`src/rtl/segagen_pkg.sv`:
```
package segagen_pkg;

    typedef enum logic [2:0] {
        SEG_CODE  = 3'd0,
        SEG_DATA  = 3'd1,
        SEG_STACK = 3'd2,
        SEG_EXTRA = 3'd3,
        SEG_XF    = 3'd4,
        SEG_XG    = 3'd5,
        SEG_RSVD  = 3'd6,
        SEG_ALL   = 3'd7
    } seg_id_e;

    typedef enum logic [1:0] {
        REQ_FETCH = 2'd0,
        REQ_STACK = 2'd1,
        REQ_DATA  = 2'd2,
        REQ_DEST  = 2'd3
    } req_kind_e;

    localparam int unsigned SEG_COUNT = 6;

endpackage

```
`src/rtl/seg_regfile.sv`:
```
module seg_regfile
    import segagen_pkg::*;
#(
    parameter int unsigned SEG_W   = 16,
    parameter int unsigned NUM_SEG = SEG_COUNT
) (
    input  logic                            clk,
    input  logic                            rst_n,
    input  logic                            wr_en,
    input  logic [2:0]                      wr_sel,
    input  logic [SEG_W-1:0]                wr_data,
    input  logic                            far_strobe,
    output logic [NUM_SEG-1:0][SEG_W-1:0]   seg_vals,
    output logic                            wr_err
);

    typedef struct packed {
        logic [NUM_SEG-1:0][SEG_W-1:0] seg;
        logic                          err;
    } rf_state_t;

    rf_state_t st_d, st_q;

    always_comb begin
        st_d     = st_q;
        st_d.err = 1'b0;
        if (wr_en) begin
            if (wr_sel == SEG_ALL) begin
                if (far_strobe) begin
                    for (int i = 0; i < NUM_SEG; i++) st_d.seg[i] = wr_data;
                end else begin
                    st_d.err = 1'b1;
                end
            end else if (wr_sel == SEG_CODE) begin
                if (far_strobe) st_d.seg[0] = wr_data;
                else            st_d.err    = 1'b1;
            end else if (wr_sel == SEG_RSVD) begin
                st_d.err = 1'b1;
            end else begin
                for (int i = 1; i < NUM_SEG; i++) begin
                    if (wr_sel == 3'(i)) st_d.seg[i] = wr_data;
                end
            end
        end
    end

    always_ff @(posedge clk) begin
        if (!rst_n) st_q <= '0;
        else        st_q <= st_d;
    end

    assign seg_vals = st_q.seg;
    assign wr_err   = st_q.err;

    assert_cs_guard_R7: assert property (@(posedge clk) disable iff (!rst_n)
        (wr_en && wr_sel == SEG_CODE && !far_strobe)
        |=> (seg_vals[0] == $past(seg_vals[0]) && wr_err));

    assert_rsvd_err_R10: assert property (@(posedge clk) disable iff (!rst_n)
        (wr_en && wr_sel == SEG_RSVD) |=> (wr_err && $stable(seg_vals)));

    assert_err_cause_R7: assert property (@(posedge clk) disable iff (!rst_n)
        !wr_en |=> !wr_err);

    for (genvar g = 0; g < NUM_SEG; g++) begin : g_chk
        assert_bcast_R8: assert property (@(posedge clk) disable iff (!rst_n)
            (wr_en && wr_sel == SEG_ALL && far_strobe)
            |=> (seg_vals[g] == $past(wr_data)));
        if (g > 0) begin : g_plain
            assert_plain_write_R6: assert property (@(posedge clk) disable iff (!rst_n)
                (wr_en && wr_sel == 3'(g)) |=> (seg_vals[g] == $past(wr_data)));
        end
    end

endmodule

```
`src/rtl/seg_select.sv`:
```
module seg_select
    import segagen_pkg::*;
#(
    parameter int unsigned SEG_W   = 16,
    parameter int unsigned NUM_SEG = SEG_COUNT
) (
    input  logic [NUM_SEG-1:0][SEG_W-1:0] seg_vals,
    input  logic [1:0]                    req_kind,
    input  logic                          ovr_en,
    input  logic [2:0]                    ovr_sel,
    output logic [SEG_W-1:0]              sel_seg
);

    logic [2:0] dflt_id;
    logic [2:0] pick_id;

    always_comb begin
        case (req_kind)
            REQ_FETCH: dflt_id = SEG_CODE;
            REQ_STACK: dflt_id = SEG_STACK;
            REQ_DATA:  dflt_id = SEG_DATA;
            default:   dflt_id = SEG_EXTRA;
        endcase
        if (ovr_en && (ovr_sel < 3'(NUM_SEG))) pick_id = ovr_sel;
        else                                   pick_id = dflt_id;
    end

    always_comb begin
        sel_seg = '0;
        for (int i = 0; i < NUM_SEG; i++) begin
            if (pick_id == 3'(i)) sel_seg = seg_vals[i];
        end
    end

endmodule

```
`src/rtl/addr_former.sv`:
```
module addr_former #(
    parameter int unsigned SEG_W  = 16,
    parameter int unsigned OFF_W  = 16,
    parameter int unsigned SHIFT  = 4,
    parameter int unsigned ADDR_W = SEG_W + SHIFT
) (
    input  logic [SEG_W-1:0]  seg,
    input  logic [OFF_W-1:0]  offset,
    output logic [ADDR_W-1:0] phys_addr
);

    localparam int unsigned BASE_W = SEG_W + SHIFT;

    logic [BASE_W-1:0] base;

    always_comb begin
        base      = {seg, {SHIFT{1'b0}}};
        phys_addr = ADDR_W'(base) + ADDR_W'(offset);
    end

endmodule

```
`src/rtl/seg_addr_gen.sv`:
```
module seg_addr_gen
    import segagen_pkg::*;
#(
    parameter int unsigned SEG_W  = 16,
    parameter int unsigned OFF_W  = 16,
    parameter int unsigned SHIFT  = 4,
    parameter int unsigned ADDR_W = SEG_W + SHIFT
) (
    input  logic              clk,
    input  logic              rst_n,
    input  logic              wr_en,
    input  logic [2:0]        wr_sel,
    input  logic [SEG_W-1:0]  wr_data,
    input  logic              far_strobe,
    input  logic [1:0]        req_kind,
    input  logic              ovr_en,
    input  logic [2:0]        ovr_sel,
    input  logic [OFF_W-1:0]  offset,
    output logic [ADDR_W-1:0] phys_addr,
    output logic [SEG_W-1:0]  sel_seg,
    output logic              wr_err
);

    localparam int unsigned NUM_SEG = SEG_COUNT;

    logic [NUM_SEG-1:0][SEG_W-1:0] seg_vals;

    seg_regfile #(.SEG_W(SEG_W), .NUM_SEG(NUM_SEG)) u_regs (
        .clk        (clk),
        .rst_n      (rst_n),
        .wr_en      (wr_en),
        .wr_sel     (wr_sel),
        .wr_data    (wr_data),
        .far_strobe (far_strobe),
        .seg_vals   (seg_vals),
        .wr_err     (wr_err)
    );

    seg_select #(.SEG_W(SEG_W), .NUM_SEG(NUM_SEG)) u_sel (
        .seg_vals (seg_vals),
        .req_kind (req_kind),
        .ovr_en   (ovr_en),
        .ovr_sel  (ovr_sel),
        .sel_seg  (sel_seg)
    );

    addr_former #(.SEG_W(SEG_W), .OFF_W(OFF_W), .SHIFT(SHIFT), .ADDR_W(ADDR_W)) u_add (
        .seg       (sel_seg),
        .offset    (offset),
        .phys_addr (phys_addr)
    );

    assert_low_nibble_R3: assert property (@(posedge clk) disable iff (!rst_n)
        phys_addr[SHIFT-1:0] == offset[SHIFT-1:0]);

    assert_fetch_code_R4: assert property (@(posedge clk) disable iff (!rst_n)
        (!ovr_en && req_kind == REQ_FETCH) |-> (sel_seg == seg_vals[0]));

endmodule

```
`config.mk`:
```
export PLATFORM = sky130hd
export DESIGN_NAME = seg_addr_gen
export DESIGN_NICKNAME = d
export VERILOG_FILES = /design/src/rtl/segagen_pkg.sv /design/src/rtl/seg_regfile.sv /design/src/rtl/seg_select.sv /design/src/rtl/addr_former.sv /design/src/rtl/seg_addr_gen.sv
export SDC_FILE = /design/constraint.sdc
export NUM_CORES = 1
export LEC_CHECK = 0
export BUFFER_PORTS_ARGS = -buffer_cell sky130_fd_sc_hd__buf_2
export CORE_AREA = 2 2 110 112
export DETAILED_ROUTE_END_ITERATION = 16
export DIE_AREA = 0 0 112 114
export PLACE_DENSITY = 0.76
export SETUP_SLACK_MARGIN = 0.1
export SKIP_CTS_REPAIR_TIMING = 1
export SLEW_MARGIN = 20
export SYNTH_ARGS = -nofsm -noshare
export SYNTH_HDL_FRONTEND = slang
export SYNTH_SLANG_ARGS = --single-unit
export TNS_END_PERCENT = 1
```
`constraint.sdc`:
```
create_clock -name clk -period 4.3 [get_ports clk]
set_input_delay 0.645 -clock clk [delete_from_list [all_inputs] [get_ports clk]]
set_output_delay 0.645 -clock clk [all_outputs]
set_load 0.05 [all_outputs]
```
==> results of run 1 <==
-- critical path, delay by kind of cell --
kind | cells | cell delay (ns)
and+or+nand+nor | 3 | 0.54
adders and majority gates | 1 | 0.34
xor gates and xnor gates | 1 | 0.14
buffers and inverters | 4 | 0.61
AOI/OAI and AO/OA | 6 | 1.38
-- final cells by class --
class / instances / share of cell area, %
clock buffers: 9 / 3.251
multi-input cells: 425 / 49.76
repair buffers: 145 / 14.41
flip-flops and latches: 97 / 28.03
inverters: 8 / 0.4334
clock inverters: 7 / 1.463
well taps: 147 / 2.655
-- metrics by stage --
stage / std cells / power, W / TNS [ns] / hold slack [ns] / instance area (sq um)
floorplan: 572 / 0.001332 / -1.176 / 0.4403 / 5550
global placement: 809 / 0.001469 / -0.1791 / 0.4492 / 6330
detailed placement: 809 / 0.001481 / -0.5967 / 0.4585 / 6330
CTS: 825 / 0.002349 / -0.6468 / 0.4677 / 6656
global route: 838 / 0.002461 / -0.2860 / 0.4836 / 6928
finish: 838 / 0.002379 / -0.008455 / 0.4657 / 6928
-- metal layers --
| layer | part of all wire (%) | vias to the layer above | routed length [um] | GRT usage (%) |
|---|---|---|---|---|
| met2 | 49 | 126 | 7174 | 39.80 |
| li1 | - | 2239 | - | - |
| met4 | 2.1 | 0 | 305 | 8.455 |
| met3 | 5.7 | 23 | 833 | 3.985 |
| met1 | 43 | 2225 | 6330 | 27.31 |
| met5 | 0 | - | 0 | 0 |
-- power by group through the flow --
stage / Sequential [W] / Combinational (W) / Clock [W]
after floorplan: 0.000954 / 0.000378 / 0
after global placement: 0.000956 / 0.000513 / 0
after detailed placement: 0.000957 / 0.000523 / 0
after CTS: 0.000937 / 0.000525 / 0.000887
after global routing: 0.000940 / 0.000601 / 0.000920
final: 0.000938 / 0.000569 / 0.000873
-- sequential cells by signal, summed over array words and instances (netlist names) --
register / count
u_regs.seg_vals: 96
u_regs.wr_err: 1
-- cells in the final DEF, fill, tap and decap left out, types with 3 or more instances in the layout --
cell type,synthesis,routed
buf_2,14,62
a21oi_2,2,3
a211oi_1,12,11
dfxtp_1,97,97
xnor2_1,11,3
a21boi_0,16,16
a31oi_2,0,5
ha_1,13,11
o21ai_0,21,18
a22oi_2,1,3
a21oi_1,9,7
nand2b_1,8,7
xnor2_4,0,4
buf_4,9,69
a22oi_1,16,14
nor2_1,18,17
mux2i_1,85,85
and3_1,3,3
a31oi_4,0,7
clkbuf_16,0,9
nand4_1,5,5
inv_1,7,5
inv_2,1,3
buf_6,0,12
a222oi_1,6,6
nand2_1,47,47
nor2b_1,92,91
xnor2_2,0,4
nand3_1,11,11
-- worst min path at each step --
stage,slack [ns],cells past startpoint,from,to
6_report,0.47,2,u_regs.seg_vals[87],u_regs.seg_vals[87]
5_1_grt,0.48,2,u_regs.seg_vals[81],u_regs.seg_vals[81]
4_1_cts,0.47,2,u_regs.seg_vals[87],u_regs.seg_vals[87]
3_5_place_dp,0.46,2,u_regs.seg_vals[87],u_regs.seg_vals[87]
3_3_place_gp,0.45,2,u_regs.seg_vals[95],u_regs.seg_vals[95]
2_1_floorplan,0.44,2,u_regs.seg_vals[95],u_regs.seg_vals[95]
-- cells by family after synthesis --
kind of cell	share of synthesized area (%)
AOI/OAI and AO/OA	16.33
xor gates and xnor gates	2.163
adders and majority gates	3.470
buffers and inverters	4.539
DFF	36.88
muxes	16.16
and+or+nand+nor	20.46
==> report_table.html, run 1 <==
<table>
<tr><th>Metric</th><th>Value</th></tr>
<tr><th colspan="2">Die</th></tr>
<tr><td>DIE WIDTH</td><td>about 110 um</td></tr>
<tr><td>Chip height</td><td>roughly 110 um</td></tr>
<tr><td>Placement row count</td><td>40</td></tr>
<tr><td>Overall die area</td><td>approximately 0.013 sq mm</td></tr>
<tr><td>Starting density of the core</td><td>between 40 and 50%</td></tr>
<tr><td>IO Count</td><td>just over 80</td></tr>
<tr><td>Core Area</td><td>between 0.01 and 0.015 sq mm</td></tr>
<tr><th colspan="2">STA</th></tr>
<tr><td>Max-slew violations</td><td>0</td></tr>
<tr><td>Actual transition at the worst max-transition pin</td><td>about 1.0 ns</td></tr>
<tr><td>Worst Skew</td><td>0 ns</td></tr>
<tr><td>Unrepaired setup endpoints after global routing</td><td>yes</td></tr>
<tr><td>Max Fclk</td><td>about 0.23 GHz</td></tr>
<tr><td>Final critical-path required period</td><td>around 4.3 ns</td></tr>
<tr><td>Rel. slew slack</td><td>between 30% and 40%</td></tr>
<tr><td>Final critical-path setup slack</td><td>-0.008455 ns</td></tr>
<tr><td>Number of endpoints with negative hold slack in the final report</td><td>0</td></tr>
<tr><td>Endpoints failing setup</td><td>1</td></tr>
<tr><td>Fraction of the cycle the final worst path needs</td><td>100.2%</td></tr>
<tr><th colspan="2">Finish</th></tr>
<tr><td>Fraction of layout instances using a drive strength above 1</td><td>between 30% and 40%</td></tr>
<tr><td>Area growth from synthesis to layout</td><td>31.58%</td></tr>
<tr><td>Net total in the final layout</td><td>around 750</td></tr>
<tr><td>Sequential Area</td><td>~0.0019 sq mm</td></tr>
<tr><td>Footprint of the multi-input gates</td><td>approximately 0.0034 sq mm</td></tr>
<tr><td>Number of antenna repair diodes</td><td>0</td></tr>
<tr><td>Fill cell count</td><td>around 1000</td></tr>
<tr><td>Final standard cell utilization of the core</td><td>slightly below 60%</td></tr>
<tr><th colspan="2">Setup path</th></tr>
<tr><td>Startpoint Class</td><td>primary input</td></tr>
<tr><td>R2r startpoint</td><td>u_regs.seg_vals[24]</td></tr>
<tr><td>Reg-to-reg endpoint</td><td>u_regs.seg_vals[24]</td></tr>
<tr><td>Path depth of the worst reg2reg path</td><td>2</td></tr>
<tr><td>Highest net fanout along the worst path</td><td>7</td></tr>
<tr><td>Reg-to-reg setup timing slack</td><td>3.62 ns</td></tr>
<tr><td>CP Launch Point</td><td>ovr_sel[1]</td></tr>
<tr><td>Max incr delay on CP</td><td>between 0.3 and 0.4 ns</td></tr>
<tr><td>Destination of the critical timing path</td><td>phys_addr[18]</td></tr>
<tr><td>Cell with the largest stage delay on the worst path</td><td>ha_1</td></tr>
<tr><td>Worst Setup End Kind</td><td>output port</td></tr>
<tr><td>Cell chain of the critical path</td><td>buf_12 &gt; a21boi_4 &gt; o32ai_4 &gt; buf_6 &gt; a222oi_1 &gt; buf_4 &gt; a31oi_4 &gt; ha_1 &gt; nor2b_2 &gt; o31a_1 &gt; o211ai_1 &gt; nand3_1 &gt; nand4_1 &gt; xnor2_4 &gt; buf_6</td></tr>
<tr><td>Required time reported for the critical path endpoint</td><td>approximately 3.7 ns</td></tr>
<tr><td>Worst Path Class, Setup</td><td>in2out</td></tr>
<tr><td>Critical path data arrival time</td><td>around 3.7 ns</td></tr>
<tr><td>Crit-path most repeated cell</td><td>buf_6</td></tr>
<tr><th colspan="2">Clock tree</th></tr>
<tr><td>Clock-pin slew reported for the worst setup and hold paths after clock tree synthesis</td><td>0.06 ns</td></tr>
<tr><td>CTS tree</td><td>done</td></tr>
<tr><td>Buffer levels on the longest clock path</td><td>2</td></tr>
<tr><td>Worst skew pair latency</td><td>0.34 ns</td></tr>
<tr><td>Root Buffer Master</td><td>clkbuf_16</td></tr>
<tr><td>CTS Buf Count</td><td>9</td></tr>
<tr><td>Clock sink total</td><td>slightly below 100</td></tr>
<tr><td>Number of H-tree levels</td><td>3</td></tr>
<tr><th colspan="2">Place</th></tr>
<tr><td>Worst slack, placed</td><td>-0.2035 ns</td></tr>
<tr><td>Half-perimeter wire length after detailed placement</td><td>about 10000 um</td></tr>
<tr><td>Last weighted congestion value of the routability-driven placer</td><td>between 0.9 and 1</td></tr>
<tr><td>Number of port buffers</td><td>between 70 and 80</td></tr>
<tr><th colspan="2">Pwr</th></tr>
<tr><td>Total power per unit cell area</td><td>approximately 340 mW/mm^2</td></tr>
<tr><td>Leakage component of the power</td><td>between 2 and 3 nW</td></tr>
<tr><td>Peak supply drop</td><td>0.0002289 V</td></tr>
<tr><td>Net load switching power</td><td>between 0.0007 and 0.0008 W</td></tr>
<tr><td>Cell Int Power</td><td>0.001664 W</td></tr>
<tr><td>Portion of total power attributed to combinational logic</td><td>about a quarter</td></tr>
<tr><td>Clock group share of total power</td><td>36.7%</td></tr>
<tr><td>Fraction of power consumed by sequential logic</td><td>roughly two fifths</td></tr>
<tr><td>Net Sw Frac</td><td>between 30% and 40%</td></tr>
<tr><th colspan="2">Logic synthesis</th></tr>
<tr><td>Synth Area per Inst</td><td>just over 9 sq um</td></tr>
<tr><td>Number of synthesis warnings</td><td>0</td></tr>
<tr><td>Ys async rst share</td><td>0%</td></tr>
<tr><td>Number of flops mapped to enable cells by yosys</td><td>0</td></tr>
<tr><td>Net count of the mapped netlist</td><td>between 600 and 700</td></tr>
<tr><td>Commonest cells post-synth</td><td>dfxtp_1, nor2b_1, mux2i_1</td></tr>
<tr><td>Post-Syn Area</td><td>around 0.0053 sq mm</td></tr>
<tr><td>Sequential-to-total area share from yosys stat</td><td>36.88%</td></tr>
<tr><td>FF+latch count, synth</td><td>just under 100</td></tr>
<tr><td>Synth cell types</td><td>52</td></tr>
<tr><td>Area share of the largest cell type after synthesis</td><td>between 30 and 40%</td></tr>
<tr><td>Primary flip-flop cell chosen by synthesis mapping</td><td>dfxtp_1</td></tr>
<tr><td>Post-synthesis cell count</td><td>roughly 570</td></tr>
<tr><td>Leading area contributor after synthesis</td><td>dfxtp_1</td></tr>
<tr><td>Cell types occupying the most area after synthesis</td><td>dfxtp_1, mux2i_1, nor2b_1</td></tr>
<tr><td>Most instantiated library cell after synthesis</td><td>dfxtp_1</td></tr>
<tr><th colspan="2">Outcome</th></tr>
<tr><td>Result of the run</td><td>complete, but fails checks</td></tr>
<tr><td>Violated checks</td><td>setup timing</td></tr>
<tr><th colspan="2">Route</th></tr>
<tr><td>Detailed Route Iter0 Violations</td><td>around 350</td></tr>
<tr><td>1st-pass router iterations</td><td>7</td></tr>
<tr><td>Average vias per placed instance</td><td>between 5 and 6</td></tr>
<tr><td>DRC</td><td>0</td></tr>
<tr><td>Final routed wirelength across all metal layers</td><td>between 10000 and 15000 um</td></tr>
<tr><td>Mean routed wirelength per cell</td><td>between 15 and 20 um</td></tr>
<tr><td>Via count</td><td>between 4000 and 5000</td></tr>
<tr><td>Final ANT Viol Nets</td><td>0</td></tr>
<tr><th colspan="2">Global route</th></tr>
<tr><td>Overall global routing resource usage</td><td>22.44%</td></tr>
<tr><td>Overflow left after global routing</td><td>0</td></tr>
<tr><td>Global-route wire length before repair</td><td>22720 um</td></tr>
<tr><td>Vias in the first global route</td><td>4508</td></tr>
<tr><td>Initial antenna violation count</td><td>0</td></tr>
<tr><td>Largest net degree at the start of global routing</td><td>98</td></tr>
<tr><th colspan="2">Worst hold path</th></tr>
<tr><td>Class of the tightest hold or removal check</td><td>reg2reg</td></tr>
<tr><th colspan="2">Run</th></tr>
<tr><td>Max-capacitance violation count</td><td>0</td></tr>
</table>
Note: power is estimated with default switching activity, not from simulation.
==> inputs of run 2 (changes only) <==
--- a/config.mk
+++ b/config.mk
@@ -9,2 +9,3 @@
 export CORE_AREA = 2 2 110 112
+export CTS_CLUSTER_SIZE = 14
 export DETAILED_ROUTE_END_ITERATION = 16
--- a/constraint.sdc
+++ b/constraint.sdc
@@ -3,2 +3,2 @@
 set_output_delay 0.645 -clock clk [all_outputs]
-set_load 0.05 [all_outputs]
+set_load 0.1 [all_outputs]
==> report_table.html, run 2 (synthesized netlist as in run 1, its figures left out) <==
<table>
<tr><th>Metric</th><th>Value</th></tr>
<tr><th colspan="2">STA</th></tr>
<tr><td>Number of endpoints with negative hold slack in the final report</td><td>0 (unchanged)</td></tr>
<tr><td>Final critical-path setup slack</td><td>-0.02758 ns (-0.01912 ns)</td></tr>
<tr><td>Max Fclk</td><td>0.2311 GHz (-0.44%)</td></tr>
<tr><td>Unrepaired setup endpoints after global routing</td><td>yes</td></tr>
<tr><td>Actual transition at the worst max-transition pin</td><td>0.9561 ns (-0.05763 ns)</td></tr>
<tr><td>Rel. slew slack</td><td>36.07% (+3.9 points)</td></tr>
<tr><td>Fraction of the cycle the final worst path needs</td><td>100.6% (+0.44 points)</td></tr>
<tr><td>Max-slew violations</td><td>0 (unchanged)</td></tr>
<tr><td>Final critical-path required period</td><td>4.328 ns (+0.01912 ns)</td></tr>
<tr><td>Worst Skew</td><td>0 ns (unchanged)</td></tr>
<tr><td>Endpoints failing setup</td><td>1 (unchanged)</td></tr>
<tr><th colspan="2">Clock tree</th></tr>
<tr><td>Clock sink total</td><td>97 (unchanged)</td></tr>
<tr><td>Clock-pin slew reported for the worst setup and hold paths after clock tree synthesis</td><td>0.07 ns (about the same)</td></tr>
<tr><td>Buffer levels on the longest clock path</td><td>2 (unchanged)</td></tr>
<tr><td>Root Buffer Master</td><td>clkbuf_16</td></tr>
<tr><td>CTS Buf Count</td><td>9 (unchanged)</td></tr>
<tr><td>Worst skew pair latency</td><td>0.34 ns (about the same)</td></tr>
<tr><td>Number of H-tree levels</td><td>3 (unchanged)</td></tr>
<tr><td>CTS tree</td><td>done</td></tr>
<tr><th colspan="2">Setup path</th></tr>
<tr><td>Critical path data arrival time</td><td>3.68 ns (+0.02 ns)</td></tr>
<tr><td>Worst Path Class, Setup</td><td>in2out</td></tr>
<tr><td>Highest net fanout along the worst path</td><td>6 (-1)</td></tr>
<tr><td>Startpoint Class</td><td>primary input</td></tr>
<tr><td>Required time reported for the critical path endpoint</td><td>3.65 ns (about the same)</td></tr>
<tr><td>R2r startpoint</td><td>u_regs.seg_vals[2]</td></tr>
<tr><td>Path depth of the worst reg2reg path</td><td>2 (unchanged)</td></tr>
<tr><td>Worst Setup End Kind</td><td>output port</td></tr>
<tr><td>Reg-to-reg setup timing slack</td><td>3.59 ns (-0.03 ns)</td></tr>
<tr><td>Reg-to-reg endpoint</td><td>u_regs.seg_vals[2]</td></tr>
<tr><th colspan="2">Place</th></tr>
<tr><td>Half-perimeter wire length after detailed placement</td><td>9813 um (-1.7%)</td></tr>
<tr><td>Total placed instance area</td><td>0.006352 sq mm (+0.36%)</td></tr>
<tr><td>Last weighted congestion value of the routability-driven placer</td><td>0.9250 (-4.9%)</td></tr>
<tr><td>Worst slack, placed</td><td>-0.05231 ns (+0.1512 ns)</td></tr>
<tr><td>Number of port buffers</td><td>73 (unchanged)</td></tr>
<tr><th colspan="2">Die</th></tr>
<tr><td>Starting density of the core</td><td>44.96% (unchanged)</td></tr>
<tr><td>Chip height</td><td>114 um (unchanged)</td></tr>
<tr><td>IO Count</td><td>82 (unchanged)</td></tr>
<tr><td>Core Area</td><td>0.01171 sq mm (unchanged)</td></tr>
<tr><td>DIE WIDTH</td><td>112 um (unchanged)</td></tr>
<tr><td>Placement row count</td><td>40 (unchanged)</td></tr>
<tr><td>Overall die area</td><td>0.01277 sq mm (unchanged)</td></tr>
<tr><th colspan="2">Global route</th></tr>
<tr><td>Overall global routing resource usage</td><td>22.46% (+0.023 points)</td></tr>
<tr><td>Global-route wire length before repair</td><td>22650 um (-0.33%)</td></tr>
<tr><td>Largest net degree at the start of global routing</td><td>98 (unchanged)</td></tr>
<tr><td>Overflow left after global routing</td><td>0 (unchanged)</td></tr>
<tr><td>Initial antenna violation count</td><td>0 (unchanged)</td></tr>
<tr><td>Vias in the first global route</td><td>4546 (+0.84%)</td></tr>
<tr><th colspan="2">Finish</th></tr>
<tr><td>Number of antenna repair diodes</td><td>0 (unchanged)</td></tr>
<tr><td>Design area</td><td>0.006780 sq mm (-2.1%)</td></tr>
<tr><td>Fill cell count</td><td>987 (-1.2%)</td></tr>
<tr><td>Number of flip-flops under the largest register name</td><td>96 (unchanged)</td></tr>
<tr><td>Net total in the final layout</td><td>712 (-4.4%)</td></tr>
<tr><td>Most common library cell in the layout ignoring fill and taps</td><td>dfxtp_1</td></tr>
<tr><td>Sequential Area</td><td>0.001942 sq mm (unchanged)</td></tr>
<tr><td>Footprint of the multi-input gates</td><td>0.003417 sq mm (-0.87%)</td></tr>
<tr><td>Area growth from synthesis to layout</td><td>28.78%</td></tr>
<tr><td>Fraction of layout instances using a drive strength above 1</td><td>26.29% (-4.4 points)</td></tr>
<tr><td>Commonest cells after routing, fill and taps aside</td><td>dfxtp_1, nor2b_1, mux2i_1</td></tr>
<tr><th colspan="2">Route</th></tr>
<tr><td>1st-pass router iterations</td><td>4 (-3)</td></tr>
<tr><td>Mean routed wirelength per cell</td><td>17.77 um (+1.7%)</td></tr>
<tr><td>Average vias per placed instance</td><td>5.553 (+0.87%)</td></tr>
<tr><td>Final ANT Viol Nets</td><td>0 (unchanged)</td></tr>
<tr><td>Via count</td><td>4470 (-3.1%)</td></tr>
<tr><td>Detailed Route Iter0 Violations</td><td>315 (-9.2%)</td></tr>
<tr><td>DRC</td><td>0 (unchanged)</td></tr>
<tr><td>Final routed wirelength across all metal layers</td><td>14300 um (-2.3%)</td></tr>
<tr><th colspan="2">Outcome</th></tr>
<tr><td>Violated checks</td><td>setup timing</td></tr>
<tr><td>Result of the run</td><td>complete, but fails checks</td></tr>
<tr><th colspan="2">Worst hold path</th></tr>
<tr><td>Class of the tightest hold or removal check</td><td>reg2reg</td></tr>
<tr><td>Beginning of the worst hold path</td><td>u_regs.seg_vals[90]</td></tr>
<tr><td>Worst hold stages</td><td>2 (unchanged)</td></tr>
<tr><td>Endpoint, Worst Hold</td><td>u_regs.seg_vals[90]</td></tr>
<tr><th colspan="2">Run</th></tr>
<tr><td>Max-capacitance violation count</td><td>0 (unchanged)</td></tr>
<tr><th colspan="2">Pwr</th></tr>
<tr><td>Total power per unit cell area</td><td>356.6 mW/mm^2 (+3.9%)</td></tr>
<tr><td>Peak supply drop</td><td>0.0002709 V (+18%)</td></tr>
<tr><td>Leakage component of the power</td><td>2.676 nW (-5.4%)</td></tr>
</table>
-- run 2: cell count changes in the layout (fill, tap and decap cells not counted), sizes merged --
cell,delta
buf,-33
clkinv,+3
bufinv,-2
inv,-2
clkbuf,+1
-- run 2: worst max path at each step --
stage | endpoint | slack, ns | cells after the start | startpoint
after floorplan | phys_addr[19] | -1.25 | 13 | ovr_en
after global placement | phys_addr[15] | 0.03 | 15 | ovr_sel[2]
after detailed placement | phys_addr[18] | -0.05 | 15 | ovr_sel[1]
after CTS | phys_addr[18] | -0.06 | 15 | ovr_sel[1]
after global routing | phys_addr[18] | -0.15 | 13 | ovr_sel[1]
final | phys_addr[18] | -0.03 | 15 | ovr_sel[1]
-- run 2: layout make-up --
cell class,count,share of cell area (%)
sequential,97,28.64
multi-input combinational,425,50.40
clock inverter,6,0.6459
clock buffer,10,3.525
tap,147,2.713
timing repair buffer,112,13.64
inverter,8,0.4429
-- run 2: stage by stage --
step                      total power (W)  std cells  setup TNS, ns  hold slack [ns]  utilization (%)
after CTS                        0.002413        798        -0.1365           0.4681            56.66
final                            0.002418        805       -0.02758           0.4641            57.90
after floorplan                  0.001464        572         -12.63           0.4403                -
after global placement           0.001657        782              0           0.4514            54.24
after detailed placement         0.001668        782        -0.1157           0.4594            54.24
after global routing             0.002499        805        -0.5212           0.4835            57.90
-- run 2: layer usage --
layer | global-route usage (%) | up-vias | part of all wire [%]
li1 | - | 2184 | -
met2 | 39.56 | 136 | 50
met4 | 9.837 | 0 | 2.1
met1 | 26.81 | 2124 | 42
met3 | 4.304 | 26 | 6.3
met5 | 0 | - | 0
-- run 2: power breakdown --
group	total, W	switching [W]	internal (W)	leakage [nW]
registers	0.000938	0.0000139	0.000924	0.786
clock network	0.000749	0.000341	0.000409	0.138
logic	0.000731	0.000475	0.000256	1.75
-- run 2: critical path, stage by stage --
cell and delay (ns):
buf_2 0.14, a21boi_4 0.29, o2bb2ai_4 0.15, a222oi_1 0.52, a31oi_4 0.16, ha_4 0.19, inv_1 0.07, fa_1 0.18
nor2b_1 0.06, o31a_1 0.27, o211ai_1 0.28, nand3_1 0.18, nand4_1 0.18, xnor2_2 0.16, buf_12 0.20
==> inputs of run 3 (changes only) <==
- CTS_CLUSTER_DIAMETER: unset -> 50
- clock period: 4.3 -> 4.7 ns (I/O delays scaled with it)
==> report_table.html, run 3 (synthesized netlist as in run 1, its figures left out) <==
<table>
<tr><th>Metric</th><th>Value</th></tr>
<tr><th colspan="2">Pwr</th></tr>
<tr><td>Leakage component of the power</td><td>2.587 nW (-3.3%)</td></tr>
<tr><td>Post-layout total power</td><td>0.002316 W (-4.2%)</td></tr>
<tr><td>Peak supply drop</td><td>0.0002247 V (-17%)</td></tr>
<tr><td>Total power per unit cell area</td><td>349.6 mW/mm^2 (-2.0%)</td></tr>
<tr><th colspan="2">Global route</th></tr>
<tr><td>Vias in the first global route</td><td>4365 (-4.0%)</td></tr>
<tr><td>Initial antenna violation count</td><td>0 (unchanged)</td></tr>
<tr><td>Largest net degree at the start of global routing</td><td>98 (unchanged)</td></tr>
<tr><td>Global-route wire length before repair</td><td>22310 um (-1.5%)</td></tr>
<tr><td>Overall global routing resource usage</td><td>21.86% (-0.60 points)</td></tr>
<tr><td>Overflow left after global routing</td><td>0 (unchanged)</td></tr>
<tr><th colspan="2">Finish</th></tr>
<tr><td>Footprint of the multi-input gates</td><td>0.003405 sq mm (-0.37%)</td></tr>
<tr><td>Fraction of layout instances using a drive strength above 1</td><td>23.51% (-2.8 points)</td></tr>
<tr><td>Area growth from synthesis to layout</td><td>25.81%</td></tr>
<tr><td>Design area</td><td>0.006624 sq mm (-2.3%)</td></tr>
<tr><td>Number of flip-flops under the largest register name</td><td>96 (unchanged)</td></tr>
<tr><td>Commonest cells after routing, fill and taps aside</td><td>dfxtp_1, nor2b_1, mux2i_1</td></tr>
<tr><td>Net total in the final layout</td><td>693 (-2.7%)</td></tr>
<tr><td>Fill cell count</td><td>981 (-0.61%)</td></tr>
<tr><td>Final standard cell utilization of the core</td><td>56.56% (-1.3 points)</td></tr>
<tr><td>Sequential Area</td><td>0.001942 sq mm (unchanged)</td></tr>
<tr><td>Non-filler cells in the finished layout</td><td>785 (-2.5%)</td></tr>
<tr><td>Number of antenna repair diodes</td><td>0 (unchanged)</td></tr>
<tr><td>Most common library cell in the layout ignoring fill and taps</td><td>dfxtp_1</td></tr>
<tr><th colspan="2">STA</th></tr>
<tr><td>Max-slew violations</td><td>0 (unchanged)</td></tr>
<tr><td>Actual transition at the worst max-transition pin</td><td>1.014 ns (+0.05819 ns)</td></tr>
<tr><td>Number of endpoints with negative hold slack in the final report</td><td>0 (unchanged)</td></tr>
<tr><td>Endpoints failing setup</td><td>0 (-1)</td></tr>
<tr><td>Rel. slew slack</td><td>32.18% (-3.9 points)</td></tr>
<tr><td>Max Fclk</td><td>0.2178 GHz</td></tr>
<tr><td>Worst Skew</td><td>0 ns (unchanged)</td></tr>
<tr><td>Fraction of the cycle the final worst path needs</td><td>between 90% and 100%</td></tr>
<tr><td>Unrepaired setup endpoints after global routing</td><td>yes</td></tr>
<tr><td>Final critical-path required period</td><td>4.592 ns</td></tr>
<tr><th colspan="2">Clock tree</th></tr>
<tr><td>Clock sink total</td><td>97 (unchanged)</td></tr>
<tr><td>CTS Buf Count</td><td>9 (unchanged)</td></tr>
<tr><td>Clock-pin slew reported for the worst setup and hold paths after clock tree synthesis</td><td>0.06 ns (about the same)</td></tr>
<tr><td>Number of H-tree levels</td><td>3 (unchanged)</td></tr>
<tr><td>CTS tree</td><td>done</td></tr>
<tr><td>Buffer levels on the longest clock path</td><td>2 (unchanged)</td></tr>
<tr><td>Worst skew pair latency</td><td>0.34 ns (about the same)</td></tr>
<tr><td>Root Buffer Master</td><td>clkbuf_16</td></tr>
<tr><th colspan="2">Route</th></tr>
<tr><td>Mean routed wirelength per cell</td><td>17.83 um (+0.33%)</td></tr>
<tr><td>Final routed wirelength across all metal layers</td><td>13990 um (-2.2%)</td></tr>
<tr><td>Via count</td><td>4420 (-1.1%)</td></tr>
<tr><td>DRC</td><td>0 (unchanged)</td></tr>
<tr><td>1st-pass router iterations</td><td>5 (+1)</td></tr>
<tr><td>Detailed Route Iter0 Violations</td><td>318 (+0.95%)</td></tr>
<tr><td>Average vias per placed instance</td><td>5.631 (+1.4%)</td></tr>
<tr><td>Final ANT Viol Nets</td><td>0 (unchanged)</td></tr>
<tr><th colspan="2">Setup path</th></tr>
<tr><td>Highest net fanout along the worst path</td><td>10 (+4)</td></tr>
<tr><td>Reg-to-reg setup timing slack</td><td>4.01 ns (+0.42 ns)</td></tr>
<tr><td>Worst Setup End Kind</td><td>output port</td></tr>
<tr><td>Crit-path most repeated cell</td><td>buf_12</td></tr>
<tr><td>Cell chain of the critical path</td><td>clkbuf_4 &gt; a21boi_4 &gt; buf_12 &gt; o32ai_4 &gt; buf_4 &gt; a222oi_1 &gt; a31oi_4 &gt; ha_4 &gt; nor2b_2 &gt; o31a_1 &gt; o211ai_1 &gt; nand3_1 &gt; nand4_1 &gt; xnor2_2 &gt; buf_12</td></tr>
<tr><td>Worst Path Class, Setup</td><td>in2out</td></tr>
<tr><td>Startpoint Class</td><td>primary input</td></tr>
<tr><td>Max incr delay on CP</td><td>0.50 ns (-0.02 ns)</td></tr>
<tr><td>Required time reported for the critical path endpoint</td><td>3.99 ns (+0.34 ns)</td></tr>
<tr><td>Critical path data arrival time</td><td>3.89 ns (+0.21 ns)</td></tr>
<tr><td>Cell with the largest stage delay on the worst path</td><td>a222oi_1</td></tr>
<tr><th colspan="2">Die</th></tr>
<tr><td>IO Count</td><td>82 (unchanged)</td></tr>
<tr><td>Chip height</td><td>114 um (unchanged)</td></tr>
<tr><td>Placement row count</td><td>40 (unchanged)</td></tr>
<tr><td>DIE WIDTH</td><td>112 um (unchanged)</td></tr>
<tr><td>Starting density of the core</td><td>44.96% (unchanged)</td></tr>
<tr><td>Core Area</td><td>0.01171 sq mm (unchanged)</td></tr>
<tr><td>Overall die area</td><td>0.01277 sq mm (unchanged)</td></tr>
<tr><th colspan="2">Place</th></tr>
<tr><td>Number of port buffers</td><td>73 (unchanged)</td></tr>
<tr><td>Half-perimeter wire length after detailed placement</td><td>9770 um (-0.44%)</td></tr>
<tr><td>Placed cell count</td><td>764 (-2.3%)</td></tr>
<tr><td>Total placed instance area</td><td>0.006170 sq mm (-2.9%)</td></tr>
<tr><td>Last weighted congestion value of the routability-driven placer</td><td>0.9259 (about the same)</td></tr>
<tr><th colspan="2">Run</th></tr>
<tr><td>Max-capacitance violation count</td><td>0 (unchanged)</td></tr>
<tr><th colspan="2">Outcome</th></tr>
<tr><td>Result of the run</td><td>complete, no violations</td></tr>
<tr><th colspan="2">Worst hold path</th></tr>
<tr><td>Class of the tightest hold or removal check</td><td>reg2reg</td></tr>
</table>
[run 3: power breakdown]
group | switching [W] | internal [W]
clock network | 0.000302 | 0.000515
registers | 0.0000127 | 0.000845
logic | 0.000430 | 0.000210
total | 0.000745 | 0.00157
[run 3: final timing paths]
kind	start	to	cells after the start
worst max-delay path	ovr_sel[2]	phys_addr[18]	15
worst min-delay path	u_regs.seg_vals[90]	u_regs.seg_vals[90]	2
worst max register to register	u_regs.seg_vals[93]	u_regs.seg_vals[93]	2
worst min register to register	u_regs.seg_vals[90]	u_regs.seg_vals[90]	2
[run 3: per-stage QoR]
step / hold slack (ns) / setup TNS, ns / setup WS [ns]
final: 0.4653 / 0 / 0.1084
after global routing: 0.4886 / -0.03187 / -0.03187
after CTS: 0.4698 / -0.02127 / -0.02127
after detailed placement: 0.4611 / 0 / 0.003415
after global placement: 0.4521 / 0 / 0.1648
after floorplan: 0.4403 / -8.714 / -0.9659
[run 3: cell type report]
class / count / share of cell area, %
inverter: 8 / 0.4533
sequential: 97 / 29.32
multi-input combinational: 425 / 51.40
clock inverter: 6 / 1.624
tap: 147 / 2.777
clock buffer: 9 / 3.400
timing repair buffer: 93 / 11.03
[run 3: critical path, delay by kind of cell]
family	cells	cell delay [ns]
AO/OA/AOI/OAI	6	1.54
AND/OR/NAND/NOR	3	0.52
adder cells (fa/ha/maj)	1	0.26
XOR/XNOR	1	0.15
buffers and inverters	4	0.68
[run 3: per-layer routing]
layer  part of all wire [%]  vias up  track usage (%)
li1                       -     2140                -
met4                    2.3        0            8.293
met5                      0        -                0
met2                     50      141            38.22
met3                    5.9       23            3.719
met1                     42     2116            27.15
